**src/rtl/refdiv_pkg.sv**
```systemverilog
package refdiv_pkg;

   typedef enum logic [1:0] {
      PWR_RUN   = 2'b00,
      PWR_RUN_A = 2'b01,
      PWR_RUN_B = 2'b10,
      PWR_STBY  = 2'b11
   } pwr_mode_e;

   function automatic logic is_standby(input logic [1:0] mode);
      return (mode == PWR_STBY);
   endfunction

endpackage

```
**src/rtl/refdiv_ratio_ctr.sv**
```systemverilog
module refdiv_ratio_ctr #(
   parameter int RATIO_W   = 12,
   parameter int MIN_RATIO = 3
) (
   input  logic               clk_i,
   input  logic               rst_ni,
   input  logic               stby_i,
   input  logic [RATIO_W-1:0] ratio_i,
   output logic               run_o,
   output logic               wrap_o,
   output logic               load_o,
   output logic               mtap_o
);

   localparam logic [RATIO_W-1:0] MIN_V   = RATIO_W'(MIN_RATIO);
   localparam logic [RATIO_W-1:0] MIN_THR = RATIO_W'((MIN_RATIO + 1) / 2);

   initial begin : chk_params
      assert (RATIO_W >= 2) else $error("ratio width too small");
      assert (MIN_RATIO >= 2 && MIN_RATIO < (1 << RATIO_W))
         else $error("minimum ratio out of range");
   end

   logic [RATIO_W-1:0] cnt_q, ratio_q, thr_q;
   logic               run_q;
   logic [RATIO_W-1:0] ratio_clamped;
   logic [RATIO_W:0]   ratio_plus1;
   logic [RATIO_W-1:0] thr_d;
   logic               wrap;

   assign ratio_clamped = (ratio_i < MIN_V) ? MIN_V : ratio_i;
   assign ratio_plus1   = {1'b0, ratio_clamped} + 1'b1;
   assign thr_d         = ratio_plus1[RATIO_W:1];

   assign wrap   = run_q && (cnt_q == ratio_q - 1'b1);
   assign wrap_o = wrap;
   assign load_o = stby_i || !run_q || wrap;
   assign run_o  = run_q;
   // low for ceil(M/2) counts, high for the remaining floor(M/2)
   assign mtap_o = (cnt_q >= thr_q);

   always_ff @(posedge clk_i or negedge rst_ni) begin
      if (!rst_ni) begin
         cnt_q   <= '0;
         ratio_q <= MIN_V;
         thr_q   <= MIN_THR;
         run_q   <= 1'b0;
      end else if (stby_i) begin
         cnt_q   <= '0;
         run_q   <= 1'b0;
         ratio_q <= ratio_clamped;
         thr_q   <= thr_d;
      end else if (!run_q) begin
         cnt_q   <= '0;
         run_q   <= 1'b1;
         ratio_q <= ratio_clamped;
         thr_q   <= thr_d;
      end else if (wrap) begin
         cnt_q   <= '0;
         ratio_q <= ratio_clamped;
         thr_q   <= thr_d;
      end else begin
         cnt_q   <= cnt_q + 1'b1;
      end
   end

   assert_cnt_in_range_R1: assert property (@(posedge clk_i) disable iff (!rst_ni)
      cnt_q < ratio_q);

   assert_ratio_floor_R2: assert property (@(posedge clk_i) disable iff (!rst_ni)
      ratio_q >= MIN_V);

   assert_standby_clears_R8: assert property (@(posedge clk_i) disable iff (!rst_ni)
      stby_i |=> (cnt_q == '0) && !run_q);

   assert_ratio_deferred_R10: assert property (@(posedge clk_i) disable iff (!rst_ni)
      (run_q && !wrap && !stby_i) |=> $stable(ratio_q));

endmodule

```
**src/rtl/refdiv_post_chain.sv**
```systemverilog
module refdiv_post_chain #(
   parameter int NUM_TAPS = 4
) (
   input  logic                clk_i,
   input  logic                rst_ni,
   input  logic                clear_i,
   input  logic                wrap_i,
   input  logic                mtap_i,
   output logic [NUM_TAPS-1:0] taps_o
);

   localparam int POST_W = NUM_TAPS - 1;

   initial begin : chk_params
      assert (NUM_TAPS >= 2) else $error("need at least two taps");
   end

   logic [POST_W-1:0] post_q;

   always_ff @(posedge clk_i or negedge rst_ni) begin
      if (!rst_ni)      post_q <= '0;
      else if (clear_i) post_q <= '0;
      else if (wrap_i)  post_q <= post_q + 1'b1;
   end

   assign taps_o[0] = mtap_i;
   for (genvar g = 1; g < NUM_TAPS; g++) begin : g_tap
      assign taps_o[g] = post_q[g-1];
   end

   assert_post_step_R4: assert property (@(posedge clk_i) disable iff (!rst_ni)
      (wrap_i && !clear_i) |=> post_q == POST_W'($past(post_q) + 1'b1));

   assert_post_held_R4: assert property (@(posedge clk_i) disable iff (!rst_ni)
      (!wrap_i && !clear_i) |=> $stable(post_q));

endmodule

```
**src/rtl/refdiv_tap_sel.sv**
```systemverilog
module refdiv_tap_sel #(
   parameter int NUM_TAPS = 4,
   parameter bit INVERT   = 1'b0,
   localparam int SEL_W   = $clog2(NUM_TAPS)
) (
   input  logic                clk_i,
   input  logic                rst_ni,
   input  logic                stby_i,
   input  logic                load_i,
   input  logic [SEL_W-1:0]    sel_i,
   input  logic [NUM_TAPS-1:0] taps_i,
   output logic                stb_o
);

   initial begin : chk_params
      assert ((1 << SEL_W) == NUM_TAPS) else $error("tap count must be a power of two");
   end

   logic [SEL_W-1:0] sel_q;
   logic             tap, prev_q, stb_q;

   assign tap   = taps_i[sel_q] ^ INVERT;
   assign stb_o = stb_q;

   always_ff @(posedge clk_i or negedge rst_ni) begin
      if (!rst_ni) begin
         sel_q  <= '0;
         prev_q <= INVERT;
         stb_q  <= 1'b0;
      end else begin
         if (load_i) sel_q <= sel_i;
         if (stby_i) begin
            prev_q <= INVERT;
            stb_q  <= 1'b0;
         end else begin
            prev_q <= tap;
            stb_q  <= tap & ~prev_q;
         end
      end
   end

   assert_strobe_single_R7: assert property (@(posedge clk_i) disable iff (!rst_ni)
      stb_q |=> !stb_q);

   assert_standby_quiet_R8: assert property (@(posedge clk_i) disable iff (!rst_ni)
      stby_i |=> !stb_q);

   assert_sel_deferred_R10: assert property (@(posedge clk_i) disable iff (!rst_ni)
      !load_i |=> $stable(sel_q));

endmodule

```
**src/rtl/dual_ref_divider.sv**
```systemverilog
module dual_ref_divider #(
   parameter int RATIO_W   = 12,
   parameter int MIN_RATIO = 3,
   parameter int NUM_TAPS  = 4,
   localparam int SEL_W    = $clog2(NUM_TAPS)
) (
   input  logic               clk_i,
   input  logic               rst_ni,
   input  logic [RATIO_W-1:0] ratio_i,
   input  logic [SEL_W-1:0]   aux_sel_i,
   input  logic [SEL_W-1:0]   main_sel_i,
   input  logic [1:0]         pwr_mode_i,
   output logic               aux_stb_o,
   output logic               main_stb_o
);

   localparam int N_CONS = 2;

   logic                stby, run, wrap, load, mtap;
   logic [NUM_TAPS-1:0] taps;
   logic [SEL_W-1:0]    cons_sel [N_CONS];
   logic [N_CONS-1:0]   cons_stb;

   assign stby        = refdiv_pkg::is_standby(pwr_mode_i);
   assign cons_sel[0] = aux_sel_i;
   assign cons_sel[1] = main_sel_i;

   refdiv_ratio_ctr #(
      .RATIO_W  (RATIO_W),
      .MIN_RATIO(MIN_RATIO)
   ) u_ratio (
      .clk_i  (clk_i),
      .rst_ni (rst_ni),
      .stby_i (stby),
      .ratio_i(ratio_i),
      .run_o  (run),
      .wrap_o (wrap),
      .load_o (load),
      .mtap_o (mtap)
   );

   refdiv_post_chain #(
      .NUM_TAPS(NUM_TAPS)
   ) u_post (
      .clk_i  (clk_i),
      .rst_ni (rst_ni),
      .clear_i(stby || !run),
      .wrap_i (wrap),
      .mtap_i (mtap),
      .taps_o (taps)
   );

   // consumer 0 takes the true phase, consumer 1 the inverted phase
   for (genvar g = 0; g < N_CONS; g++) begin : g_cons
      refdiv_tap_sel #(
         .NUM_TAPS(NUM_TAPS),
         .INVERT  (g == 1)
      ) u_sel (
         .clk_i (clk_i),
         .rst_ni(rst_ni),
         .stby_i(stby),
         .load_i(load),
         .sel_i (cons_sel[g]),
         .taps_i(taps),
         .stb_o (cons_stb[g])
      );
   end

   assign aux_stb_o  = cons_stb[0];
   assign main_stb_o = cons_stb[1];

   assert_reset_quiet_R11: assert property (@(posedge clk_i)
      !rst_ni |-> !aux_stb_o && !main_stb_o);

endmodule

```
**config.mk**
```make
export PLATFORM = sky130hd
export DESIGN_NAME = dual_ref_divider
export DESIGN_NICKNAME = d
export VERILOG_FILES = /design/src/rtl/refdiv_pkg.sv /design/src/rtl/refdiv_ratio_ctr.sv /design/src/rtl/refdiv_post_chain.sv /design/src/rtl/refdiv_tap_sel.sv /design/src/rtl/dual_ref_divider.sv
export SDC_FILE = /design/constraint.sdc
export NUM_CORES = 1
export LEC_CHECK = 0
export ABC_AREA = 1
export BUFFER_PORTS_ARGS = -buffer_cell sky130_fd_sc_hd__buf_2
export CELL_PAD_IN_SITES_DETAIL_PLACEMENT = 2
export CELL_PAD_IN_SITES_GLOBAL_PLACEMENT = 2
export CORE_MARGIN = 10
export CORE_UTILIZATION = 35
export CTS_CLUSTER_SIZE = 24
export DETAILED_ROUTE_END_ITERATION = 10
export PLACE_DENSITY = 0.88
export SKIP_CTS_REPAIR_TIMING = 1
export SKIP_LAST_GASP = 1
export SLEW_MARGIN = 25
export SYNTH_ARGS = -nofsm -noshare
export SYNTH_HDL_FRONTEND = slang
export SYNTH_SLANG_ARGS = --single-unit
```
**constraint.sdc**
```tcl
create_clock -name clk_i -period 2.65 [get_ports clk_i]
set_clock_uncertainty 0.15 [all_clocks]
set_input_delay 0.6625 -clock clk_i [delete_from_list [all_inputs] [get_ports clk_i]]
set_output_delay 0.6625 -clock clk_i [all_outputs]
set_load 0.01 [all_outputs]
```
[After elaboration in Yosys (flattened, before gate mapping)]
Cells that the tools add are included.
Storage, ports and cells
  register bits: 48
  input bits: 20
  output and inout port bits: 2
Operators by class
  add/subtract/negate cells: 4
  $lt $le $gt $ge: 4
  equality and inequality tests: 3
  mux-type cells: 21
  bitwise logic cells: 5
  reduce and logical (&&, ||, !) cells: 5
Operator list (number)
  $mux 12: 10
  $add 12x1->13 const B: 1
  $add 12x1->12 const B: 1
  $eq 12x12->1: 1
  $ge 12x12->1: 1
  $lt 12x2->1 const B: 1
  $sub 12x1->12 const B: 1
  $mux 1: 7
  $lt 2x3->1 const B: 2
  $mux 3: 2
  $bmux 1 s2: 2
  $add 3x1->3 const B: 1
  $ne 3x2->1 const B: 1
  $not 1->1: 3
  $and 1x1->1: 2
  $eq 2x2->1 const B: 1
  $logic_or 1x1->1: 2
  $reduce_bool 2->1: 1
  $logic_and 1x1->1: 1
  $logic_not 1->1: 1

[Depth between registers and ports, before layout]
Gate-level depths: netlist (run 1).
  word-level depth: 6
  gate-level depth with buffers: 15
  gate-level depth less buffers: 14

[Modules after synthesis]
From an unflattened synthesis (run 1), not the netlist that was laid out.
Second synthesis, totals
  cells, all modules: 449
  area total of the unflattened synthesis: 3184.3 um^2
By module, submodules not included
  refdiv_ratio_ctr: times used 1, cells each 378, area an instance 2646.3 um^2, seq. area each 929.6 um^2
  refdiv_tap_sel (g_cons[0].u_sel): times used 1, cells each 25, area an instance 188.9 um^2, seq. area each 100.1 um^2
  refdiv_tap_sel (g_cons[1].u_sel): times used 1, cells each 25, area an instance 187.7 um^2, seq. area each 101.3 um^2
  refdiv_post_chain: times used 1, cells each 18, area an instance 150.1 um^2, seq. area each 75.1 um^2
  dual_ref_divider: times used 1, cells each 3, area an instance 11.3 um^2, seq. area each 0.0 um^2

[Least setup slack after synthesis (run 1)]
Ideal clock, no wire load.
  path kind: input -> register
  from: in ratio_i[4]
  to: reg u_ratio.thr_q[9]
  library setup time: 0.066 ns
  data arrival time: 1.926 ns
  required time: 2.434 ns
  slack: 0.509 ns
  cell stages on the path: 13
  path through: inv_1 nand4_1 nor2_1 nand3_1 nand2_1 ha_1 nand3_1 inv_1 nand2_1 nor2_1 xor2_1 nand2_1 nand2_1
On the way
  longest elaborated chain between the ends: 6
RTL lines
  start, declared: line dual_ref_divider.sv:9  | input logic [RATIO_W-1:0] ratio_i,
  $lt 12x2->1 *: line refdiv_ratio_ctr.sv:31  | assign ratio_clamped = (ratio_i < MIN_V) ? MIN_V : ratio_i;
  $mux 12 *: line refdiv_ratio_ctr.sv:31
  named net u_ratio.ratio_clamped[1]: line refdiv_ratio_ctr.sv:26  | logic [RATIO_W-1:0] ratio_clamped;
  $add 12x1->13 *: line refdiv_ratio_ctr.sv:32  | assign ratio_plus1 = {1'b0, ratio_clamped} + 1'b1;
  $mux 12: line refdiv_ratio_ctr.sv:58  | end else if (wrap) begin
  $mux 12: line refdiv_ratio_ctr.sv:53  | end else if (!run_q) begin
  $mux 12 *: line refdiv_ratio_ctr.sv:48  | end else if (stby_i) begin
  end signal, assigned: line refdiv_ratio_ctr.sv:52  | thr_q <= thr_d;
  end signal, assigned: line refdiv_ratio_ctr.sv:57  | thr_q <= thr_d;
  end signal, assigned: line refdiv_ratio_ctr.sv:61  | thr_q <= thr_d;
  end, declared: line refdiv_ratio_ctr.sv:24  | logic [RATIO_W-1:0] cnt_q, ratio_q, thr_q;
Mark *: on every way through the listed nets, which the timed path passes. The rest lies on a longest branch. The select of a mux whose other input is x is not followed.
A chain may end at the register's enable or synchronous reset.

[Worst setup path after layout (run 1)]
  from: reg u_ratio.ratio_q[0]
  to: reg u_ratio.ratio_q[6]
On the way
  longest elaborated chain between the ends: 4
RTL lines
  start, declared: line refdiv_ratio_ctr.sv:24
  start signal, assigned: line refdiv_ratio_ctr.sv:51  | ratio_q <= ratio_clamped;
  start signal, assigned: line refdiv_ratio_ctr.sv:56  | ratio_q <= ratio_clamped;
  start signal, assigned: line refdiv_ratio_ctr.sv:60  | ratio_q <= ratio_clamped;
  $sub 12x1->12: line refdiv_ratio_ctr.sv:35  | assign wrap = run_q && (cnt_q == ratio_q - 1'b1);
  $eq 12x12->1: line refdiv_ratio_ctr.sv:35
  $logic_and 1x1->1: line refdiv_ratio_ctr.sv:35
  $ne 3x2->1 (no line)
No other way between the ends.

==> impl_metrics.toml, run 1 <==
[setup_path]
cp-start-kind = "flop"
crit_type = "reg -> reg"
arrival_ps = 2560
cp_max_fo = 31
r2r_end = "u_ratio.ratio_q[6]"
r2r_setup_slack_ps = 150
crit_required_ps = 2700
reg2regPathDepth = 13
r2r-start = "u_ratio.ratio_q[0]"
crit_path_end_kind = "flop"

[timing]
fmax_mhz = 399.6
period_needed_ps = 2502
min_period_over_period = 0.9443
drv_slew = 0
max_slew.worst_pin.slew_ps = 565.1
setup_violations = 0
hold_viol = 0
relSlewSlack = 0.6198

[layout]
multi_input_comb_area_sq_mm = 0.001600
antenna_cells = 0
drive_gt1_frac = 0.09890
final_cell_area_sq_mm = 0.003392
ff_latch_area_sq_mm = 0.001206
fill_cells = 1060
post-route-util = 0.3928
synthToLayoutAreaGrowth_pct = 10.29
final_net_count = 490

[cts]
cts_tree = "done"
cts_root_buf = "clkbuf_8"
cts_made_buffers = 5
htreeDepth = 2
clock_latency_ps = 320
clock_sinks = 48
cts_buffer_depth = 2
path_clk_slew_ps = 100

[detailed_routing]
drt_iter0_markers = 121
vias = 2947
wl_um = 10890
drt-wirelength-per-cell_um = 19.34
drc = 0
firstDrtPassIters = 4
drt-vias-per-instance = 5.234
antenna_left = 0

[logic_synthesis]
ys_warn_count = 0
yosysMostFrequentCell = "nand2_1"
ys_async_sr_fraction = 1.000
post_synth_main_area_contributors = "dfrtp_1 (36%), nand2_1 (17%), nand3_1 (8.1%)"
syn_inst = 431
yosysUniqueCellTypes = 27
synth-edff-count = 0
ys_seq_elements = 48
syn_nets = 467
yosysTopAreaCell = "dfrtp_1"
synth_flop_cell = "dfrtp_1"
synth.top_cell.area_share = 0.3580
netlist_area_sq_mm = 0.003075
seq_area_frac_synth = 0.3922
netlist_top_cells_count = "nand2_1 (140), nor2_1 (53), inv_1 (52)"
syn_area_per_cell_sq_um = 7.136

[global_route]
grt_pass1_vias = 3437
gr-total-overflow = 0
grt_pass1_wl_um = 18050
antenna_found_initial = 0
grt_usage = 0.1733
grt_max_degree = 32

[floorplan]
ios = 22
die_h_um = 113.7
start_util = 0.3561
dieArea_sq_mm = 0.01294
core_area_sq_mm = 0.008636
rows = 34
die_x_um = 113.7

[place]
place_area_sq_mm = 0.003301
io_buffers = 21
gp_congestion = 0.7730
dpl.hpwl_um = 7691

[run_status]
status = "complete, no violations"

[worst_hold_path]
worst_hold_path_type = "in -> async"

[pwr]
p_per_area_mw_per_mm2 = 537.9
leakagePower_nw = 1.796
ir_worst_vdd_v = 0.0002387

[flow_run]
drv_cap = 0
flip-flops by register name, summed over array words and instances (netlist names):
signal	flops
u_ratio.cnt_q	12
u_ratio.ratio_q	12
u_ratio.thr_q	12
g_cons.u_sel.sel_q	4
u_post.post_q	3
g_cons.u_sel.prev_q	2
g_cons.u_sel.stb_o	2
u_ratio.run_o	1
worst max-delay path, stage by stage (launching register included):
cell     delay, ps
dfstp_2        580
inv_1           80
ha_1           310
nand2_1         70
inv_1           40
nor2_1          80
nand3_1        140
nor2_1         140
nand3_1        120
nor2_2         140
nand2_2        100
buf_6          210
nand3_1        140
nand2_1        100
per-layer routing:
metal / global-route usage / vias up / wire length, um
li1: - / 1391 / -
met2: 0.3158 / 48 / 5693
met3: 0.02310 / 18 / 222
met5: 0 / - / 0
met4: 0.06853 / 0 / 272
met1: 0.1989 / 1490 / 4702
worst max-delay path by stage:
stage | slack [ps] | start | endpoint
finish | 150 | u_ratio.ratio_q[0] | u_ratio.ratio_q[6]
global placement | 200 | ratio_i[4] | u_ratio.thr_q[9]
CTS | 70 | u_ratio.ratio_q[0] | u_ratio.ratio_q[6]
floorplan | 510 | ratio_i[4] | u_ratio.thr_q[9]
detailed placement | 100 | ratio_i[4] | u_ratio.thr_q[9]
global route | -5 | u_ratio.ratio_q[1] | u_ratio.ratio_q[6]
where the power goes:
part	internal, mW	switching [mW]	total [mW]
Combinational	0.161	0.304	0.465
Sequential	0.812	0.0909	0.903
Clock	0.189	0.268	0.457
placed cells by master, fill, tap and decap left out, drive strengths merged, types with 4 or more instances in the layout:
master	Yosys	final
nand2	142	142
nor2	55	55
inv	52	52
nand3	50	50
dfrtp	44	44
buf	8	27
ha	16	16
xor2	13	13
a21oi	11	11
xnor2	10	10
nand4	7	7
clkbuf	3	7
o21ai	5	5
dfstp	4	4
kinds of logic (layout without fill, tap and decap cells):
kind of cell | count (synthesis) | count (layout) | share of synthesized area
XOR/XNOR | 23 | 23 | 0.06550
adder cells (fa/ha/maj) | 16 | 16 | 0.06509
AO/OA/AOI/OAI | 19 | 19 | 0.03254
AND/OR/NAND/NOR | 261 | 261 | 0.3564
buffers and inverters | 64 | 88 | 0.08828
flip-flops | 48 | 48 | 0.3922
final cells by class:
| cell class | count | area share |
|---|---|---|
| clock inverters | 1 | 0.002582 |
| well taps | 108 | 0.03984 |
| inverters | 53 | 0.05865 |
| multi-input cells | 319 | 0.4718 |
| repair buffers | 27 | 0.04906 |
| clock buffers | 7 | 0.02250 |
| flip-flops and latches | 48 | 0.3556 |
stage by stage:
stage,std cells,setup WS (ps),total power [mW],hold WS (ps),setup TNS [ps]
after global placement,555,199.3,1.306,235.3,0
final,563,147.6,1.825,85.48,0
after CTS,563,65.53,1.829,94.61,0
after global routing,563,-4.579,1.935,103.9,-4.579
after floorplan,431,508.7,1.177,216.9,0
after detailed placement,555,99.47,1.356,243.1,0
Note: power is estimated with default switching activity, not from simulation.
==> run 2, diff against run 1 <==
--- a/config.mk
+++ b/config.mk
@@ -5,15 +5,15 @@
 export SDC_FILE = /design/constraint.sdc
 export NUM_CORES = 1
 export LEC_CHECK = 0
-export ABC_AREA = 1
 export BUFFER_PORTS_ARGS = -buffer_cell sky130_fd_sc_hd__buf_2
 export CELL_PAD_IN_SITES_DETAIL_PLACEMENT = 2
 export CELL_PAD_IN_SITES_GLOBAL_PLACEMENT = 2
 export CORE_MARGIN = 10
-export CORE_UTILIZATION = 35
+export CORE_UTILIZATION = 39
 export CTS_CLUSTER_SIZE = 24
 export DETAILED_ROUTE_END_ITERATION = 10
-export PLACE_DENSITY = 0.88
+export GPL_ROUTABILITY_DRIVEN = 0
+export PLACE_DENSITY = 0.87
 export SKIP_CTS_REPAIR_TIMING = 1
 export SKIP_LAST_GASP = 1
 export SLEW_MARGIN = 25
==> impl_metrics.toml, run 2 <==
[setup_path]
crit_required_ps = 2700
arrival_ps = 3030
cp_max_fo = 6
crit_path_end_kind = "flop"
crit_type = "reg -> reg"
r2r_setup_slack_ps = -330
r2r_end = "u_ratio.ratio_q[11]"
r2r-start = "u_ratio.ratio_q[0]"
reg2regPathDepth = 9
cp-start-kind = "flop"

[detailed_routing]
drc = 0
drt-vias-per-instance = 5.637
vias = 2469
antenna_left = 0
drt_iter0_markers = 121
drt-wirelength-per-cell_um = 24.22
wl_um = 10610
firstDrtPassIters = 4

[layout]
fill_cells = 782
reg_top3 = "u_ratio.cnt_q (12), u_ratio.ratio_q (12), u_ratio.thr_q (12)"
ff_latch_area_sq_mm = 0.001206
layout_common_cells = "dfrtp_1 (44), nor2_1 (29), buf_4 (29)"
final_net_count = 374
multi_input_comb_area_sq_mm = 0.001667
synthToLayoutAreaGrowth_pct = 22.28
antenna_cells = 0
drive_gt1_frac = 0.2566
final_common_cell = "dfrtp_1"
fin_cells = 438

[global_route]
gr-total-overflow = 0
grt_pass1_vias = 2841
grt_usage = 0.1793
antenna_found_initial = 0
grtUsageMet2 = 0.3255
globalRoute.busiestLayer = "met2"
use_met3 = 0.03382
grt_pass1_wl_um = 16170
grt_use_met1 = 0.2072
grt_max_degree = 27

[floorplan]
die_x_um = 106.3
dieArea_sq_mm = 0.01130
start_util = 0.4004
core_area_sq_mm = 0.007253
ios = 22
die_h_um = 106.3
rows = 31

[place]
numPlacedInstances = 426
post-place-ws_ps = -465.3
io_buffers = 21
dpl.hpwl_um = 7583

[run_status]
status = "finished, violations left"
violations = "negative setup slack"

[logic_synthesis]
post_synth_main_area_contributors = "dfrtp_1 (38%), ha_1 (6.9%), xnor2_1 (6.3%)"
synth-edff-count = 0
yosysMostFrequentCell = "dfrtp_1"
yosysTopAreaCell = "dfrtp_1"
ys_async_sr_fraction = 1.000
netlist_top_cells_count = "dfrtp_1 (44), nor2_1 (30), xnor2_1 (21)"
syn_area_per_cell_sq_um = 10.30
ys_warn_count = 0
ys_seq_elements = 48
synth_flop_cell = "dfrtp_1"
seq_area_frac_synth = 0.4153
netlist_area_sq_mm = 0.002904
syn_nets = 318
yosysUniqueCellTypes = 49
synth.top_cell.area_share = 0.3791
syn_inst = 282

[flow_run]
drv_cap = 0

[pwr]
ir_worst_vdd_v = 0.0002168
leakagePower_nw = 1.639
p_seq_frac = 0.455
power_frac_comb = 0.297
internal_power_mw = 1.284
p_clk_frac = 0.248
p_per_area_mw_per_mm2 = 546.7
power.switching_mw = 0.6575
swShare = 0.3387

[cts]
cts_tree = "done"
path_clk_slew_ps = 100
cts_buffer_depth = 2
cts_root_buf = "clkbuf_8"
clock_latency_ps = 310
cts_made_buffers = 5
clock_sinks = 48
htreeDepth = 2

[timing]
fmax_mhz = 335.4
worst_slack_ps = -331.5
min_period_over_period = 1.125
hold_viol = 0
drv_slew = 0
rsz0062_at_grt = "yes"
relSlewSlack = 0.6223
max_slew.worst_pin.slew_ps = 566.5
period_needed_ps = 2981
whs_ps = 181.1
setup_violations = 42

[worst_hold_path]
worst_hold_path_type = "in -> async"
==> run 2: cell count changes after synthesis, sizes merged, moves of 6 or more <==
| cell | change |
|---|---|
| mux2i | +15 |
| inv | -32 |
| nor2 | -25 |
| a21oi | -6 |
| nand3 | -38 |
| mux2 | +17 |
| nand2 | -125 |
| xnor2 | +11 |
==> run 2: power by group through the flow <==
stage | registers (mW) | clock network, mW | logic, mW
final | 0.883 | 0.481 | 0.577
after global placement | 0.880 | 0 | 0.474
after CTS | 0.878 | 0.493 | 0.539
after floorplan | 0.883 | 0 | 0.293
after detailed placement | 0.890 | 0 | 0.526
after global routing | 0.895 | 0.517 | 0.627
==> run 2: worst max-delay path by stage <==
| stage | cells past startpoint | to | startpoint |
|---|---|---|---|
| after global routing | 9 | u_ratio.thr_q[11] | u_ratio.ratio_q[0] |
| after floorplan | 9 | g_cons[0].u_sel.sel_q[1] | u_ratio.ratio_q[0] |
| after CTS | 9 | u_ratio.thr_q[11] | u_ratio.ratio_q[1] |
| after detailed placement | 9 | u_ratio.thr_q[11] | u_ratio.ratio_q[1] |
| final | 9 | u_ratio.ratio_q[11] | u_ratio.ratio_q[0] |
| after global placement | 8 | u_ratio.ratio_q[2] | u_ratio.ratio_q[1] |
==> run 2: cell families after synthesis <==
family | after synthesis | synth area share
AND/OR/NAND/NOR | 94 | 0.1633
multiplexers | 32 | 0.1176
buffers and inverters | 25 | 0.04006
adder cells (fa/ha/maj) | 16 | 0.06894
flip-flops | 48 | 0.4153
AO/OA/AOI/OAI | 33 | 0.09221
XOR/XNOR | 34 | 0.1025
==> run 2: worst max-delay path, cell delays in order, from the launching register on <==
cell     delay [ps]
dfstp_2         570
inv_2            60
ha_4            170
xor2_1          180
o31ai_1         410
nand4_1         300
o31ai_4         400
buf_6           180
buf_12          120
mux2_4          320
==> run 2: cell type report <==
cell class | count | area share
multi-input combinational | 209 | 0.4693
sequential | 48 | 0.3397
timing repair buffer | 54 | 0.1085
tap | 99 | 0.03488
clock buffer | 7 | 0.02431
inverter | 20 | 0.02114
clock inverter | 1 | 0.002114
==> run 2: metrics by stage <==
step	setup TNS (ps)	power, mW	utilization	instance area (sq um)
3_3_place_gp	-1016	1.354	0.4633	3361
4_1_cts	-12430	1.909	0.4763	3455
2_1_floorplan	-97.23	1.176	-	2943
3_5_place_dp	-12150	1.417	0.4633	3361
5_1_grt	-12960	2.038	0.4896	3551
6_report	-9659	1.941	0.4896	3551
==> run 2: metal layers <==
layer / vias to the layer above / share of wire
met5: - / 0
met3: 20 / 0.034
li1: 1108 / -
met1: 1283 / 0.42
met4: 0 / 0.031
met2: 58 / 0.51
==> run 3, diff against run 2 <==
--- a/config.mk
+++ b/config.mk
@@ -5,18 +5,20 @@
 export SDC_FILE = /design/constraint.sdc
 export NUM_CORES = 1
 export LEC_CHECK = 0
+export ABC_CLOCK_PERIOD_IN_PS = 2650
 export BUFFER_PORTS_ARGS = -buffer_cell sky130_fd_sc_hd__buf_2
 export CELL_PAD_IN_SITES_DETAIL_PLACEMENT = 2
 export CELL_PAD_IN_SITES_GLOBAL_PLACEMENT = 2
 export CORE_MARGIN = 10
-export CORE_UTILIZATION = 39
+export CORE_UTILIZATION = 40
 export CTS_CLUSTER_SIZE = 24
 export DETAILED_ROUTE_END_ITERATION = 10
 export GPL_ROUTABILITY_DRIVEN = 0
-export PLACE_DENSITY = 0.87
+export PLACE_DENSITY = 0.88
 export SKIP_CTS_REPAIR_TIMING = 1
 export SKIP_LAST_GASP = 1
 export SLEW_MARGIN = 25
 export SYNTH_ARGS = -nofsm -noshare
 export SYNTH_HDL_FRONTEND = slang
+export SYNTH_HIERARCHICAL = 1
 export SYNTH_SLANG_ARGS = --single-unit
==> impl_metrics.toml, run 3 <==
[cts]
clock_latency_ps = 310
clock_sinks = 48
cts_made_buffers = 5
cts_root_buf = "clkbuf_8"
htreeDepth = 2
cts_buffer_depth = 2
cts_tree = "done"
path_clk_slew_ps = 100

[logic_synthesis]
syn_area_per_cell_sq_um = 10.54
synth-edff-count = 0
yosysUniqueCellTypes = 52
synth_flop_cell = "dfrtp_1"
post_synth_main_area_contributors = "dfrtp_1 (38%), ha_1 (6.8%), mux2i_1 (5.1%)"
ys_async_sr_fraction = 1.000
ys_seq_elements = 48
netlist_area_sq_mm = 0.002929
syn_nets = 314
yosysTopAreaCell = "dfrtp_1"
ys_warn_count = 6
synth.top_cell.area_share = 0.3759
yosysMostFrequentCell = "dfrtp_1"
syn_inst = 278
netlist_top_cells_count = "dfrtp_1 (44), nor2_1 (25), inv_1 (17), xnor2_1 (17), xor2_1 (17)"
seq_area_frac_synth = 0.4118

[pwr]
power_frac_comb = 0.306
p_clk_frac = 0.233
swShare = 0.3317
p_per_area_mw_per_mm2 = 518.8
ir_worst_vdd_v = 0.0002534
p_seq_frac = 0.461
internal_power_mw = 1.271
power.switching_mw = 0.6309
leakagePower_nw = 1.704

[detailed_routing]
drt-vias-per-instance = 5.557
drt_iter0_markers = 94
wl_um = 11200
drc = 0
firstDrtPassIters = 4
drt-wirelength-per-cell_um = 25.46
antenna_left = 0
vias = 2445

[timing]
timing.setup.tns_ps = -16830
hold_viol = 0
min_period_over_period = 1.180
setup_violations = 43
rsz0062_at_grt = "yes"
relSlewSlack = 0.6658
period_needed_ps = 3128
fmax_mhz = 319.7
worst_slack_ps = -477.7
max_slew.worst_pin.slew_ps = 497.9
drv_slew = 0

[layout]
drive_gt1_frac = 0.3431
final_common_cell = "dfrtp_1"
post-route-util = 0.5109
reg_top3 = "u_ratio/cnt_q (12), u_ratio/ratio_q (12), u_ratio/thr_q (12)"
fill_cells = 732
antenna_cells = 0
synthToLayoutAreaGrowth_pct = 25.16
layout_common_cells = "dfrtp_1 (44), buf_4 (35), nor2_1 (24)"
final_net_count = 376

[floorplan]
core_area_sq_mm = 0.007176
start_util = 0.4082
die_x_um = 105.6
die_h_um = 105.6
rows = 31
ios = 22
dieArea_sq_mm = 0.01115

[setup_path]
r2r_setup_slack_ps = -480
cp_max_fo = 7
reg2regPathDepth = 11
cp-start-kind = "flop"
crit_required_ps = 2720
arrival_ps = 3200
r2r-start = "u_ratio/ratio_q[0]"
crit_path_end_kind = "flop"
cp-startpoint = "u_ratio/ratio_q[0]"
crit_type = "reg -> reg"

[place]
dpl.hpwl_um = 7262
io_buffers = 21

[global_route]
antenna_found_initial = 0
grt_pass1_vias = 2803
grt_usage = 0.1750
gr-total-overflow = 0
grt_pass1_wl_um = 15560
grt_max_degree = 49

[run_status]
violations = "negative setup slack"
status = "finished, violations left"

[flow_run]
drv_cap = 0

[worst_hold_path]
worst_hold_path_type = "in -> async"
[run 3: cell types whose count changed after synthesis, moves of 5 or more]
cell,delta
mux2_1,-12
mux2_4,+9
nand2_1,-8
nand4_1,-5
nor2_1,-5
[run 3: area by class of cell]
type,instances,area (sq um),area share
well taps,99,123.9,0.03379
repair inverters,1,5.005,0.001365
clock inverters,1,5.005,0.001365
multi-input cells,206,1743,0.4754
repair buffers,60,434.2,0.1184
flip-flops and latches,48,1206,0.3290
clock buffers,7,76.32,0.02082
inverters,18,72.57,0.01980
[run 3: final timing paths]
| check | endpoint |
|---|---|
| max in group asynchronous | u_ratio/ratio_q[1] |
| worst min-delay path | u_ratio/thr_q[10] |
| worst max register to register | u_ratio/thr_q[6] |
| min in group clk_i | u_ratio/thr_q[1] |
| worst max-delay path | u_ratio/thr_q[6] |
| worst min register to register | u_ratio/thr_q[1] |
[run 3: stage by stage]
step | setup slack (ps) | cells | area [sq um] | power, mW | hold WS [ps]
after floorplan | -146.0 | 278 | 2975 | 1.152 | 216.9
after global placement | -115.9 | 427 | 3431 | 1.326 | 336.4
after detailed placement | -415.2 | 427 | 3431 | 1.376 | 336.0
after CTS | -582.5 | 435 | 3512 | 1.831 | 185.5
after global routing | -553.0 | 440 | 3666 | 1.997 | 190.9
final | -477.7 | 440 | 3666 | 1.902 | 174.1
[run 3: cell families after synthesis]
family / count (synthesis) / share of synthesized area
multiplexers: 34 / 0.1397
XOR/XNOR: 34 / 0.1017
buffers and inverters: 24 / 0.03802
flip-flops: 48 / 0.4118
AO/OA/AOI/OAI: 27 / 0.06237
adder cells (fa/ha/maj): 16 / 0.06835
AND/OR/NAND/NOR: 95 / 0.1781
[run 3: power groups by stage]
| stage | Combinational (mW) | Clock [mW] | Sequential, mW |
|---|---|---|---|
| floorplan | 0.283 | 0 | 0.869 |
| global placement | 0.457 | 0 | 0.869 |
| detailed placement | 0.496 | 0 | 0.881 |
| CTS | 0.505 | 0.457 | 0.868 |
| global route | 0.624 | 0.489 | 0.884 |
| finish | 0.583 | 0.443 | 0.876 |
[run 3: critical path: stages (launching register included)]
cell and delay (ps):
dfstp_2 600, inv_2 70, ha_4 280, xor2_2 120, o211ai_1 120, a211oi_2 330, o21ai_2 160, or4_4 460
o21a_4 250, clkinv_4 110, buf_8 150, mux2i_1 250
[run 3: metal layers]
metal / routed length (um) / part of all wire / vias to the layer above / GRT usage
met4: 436 / 0.039 / 0 / 0.08414
met3: 410 / 0.037 / 26 / 0.03228
met5: 0 / 0 / - / 0
li1: - / - / 1090 / -
met1: 4499 / 0.40 / 1267 / 0.2048
met2: 5857 / 0.52 / 62 / 0.3022
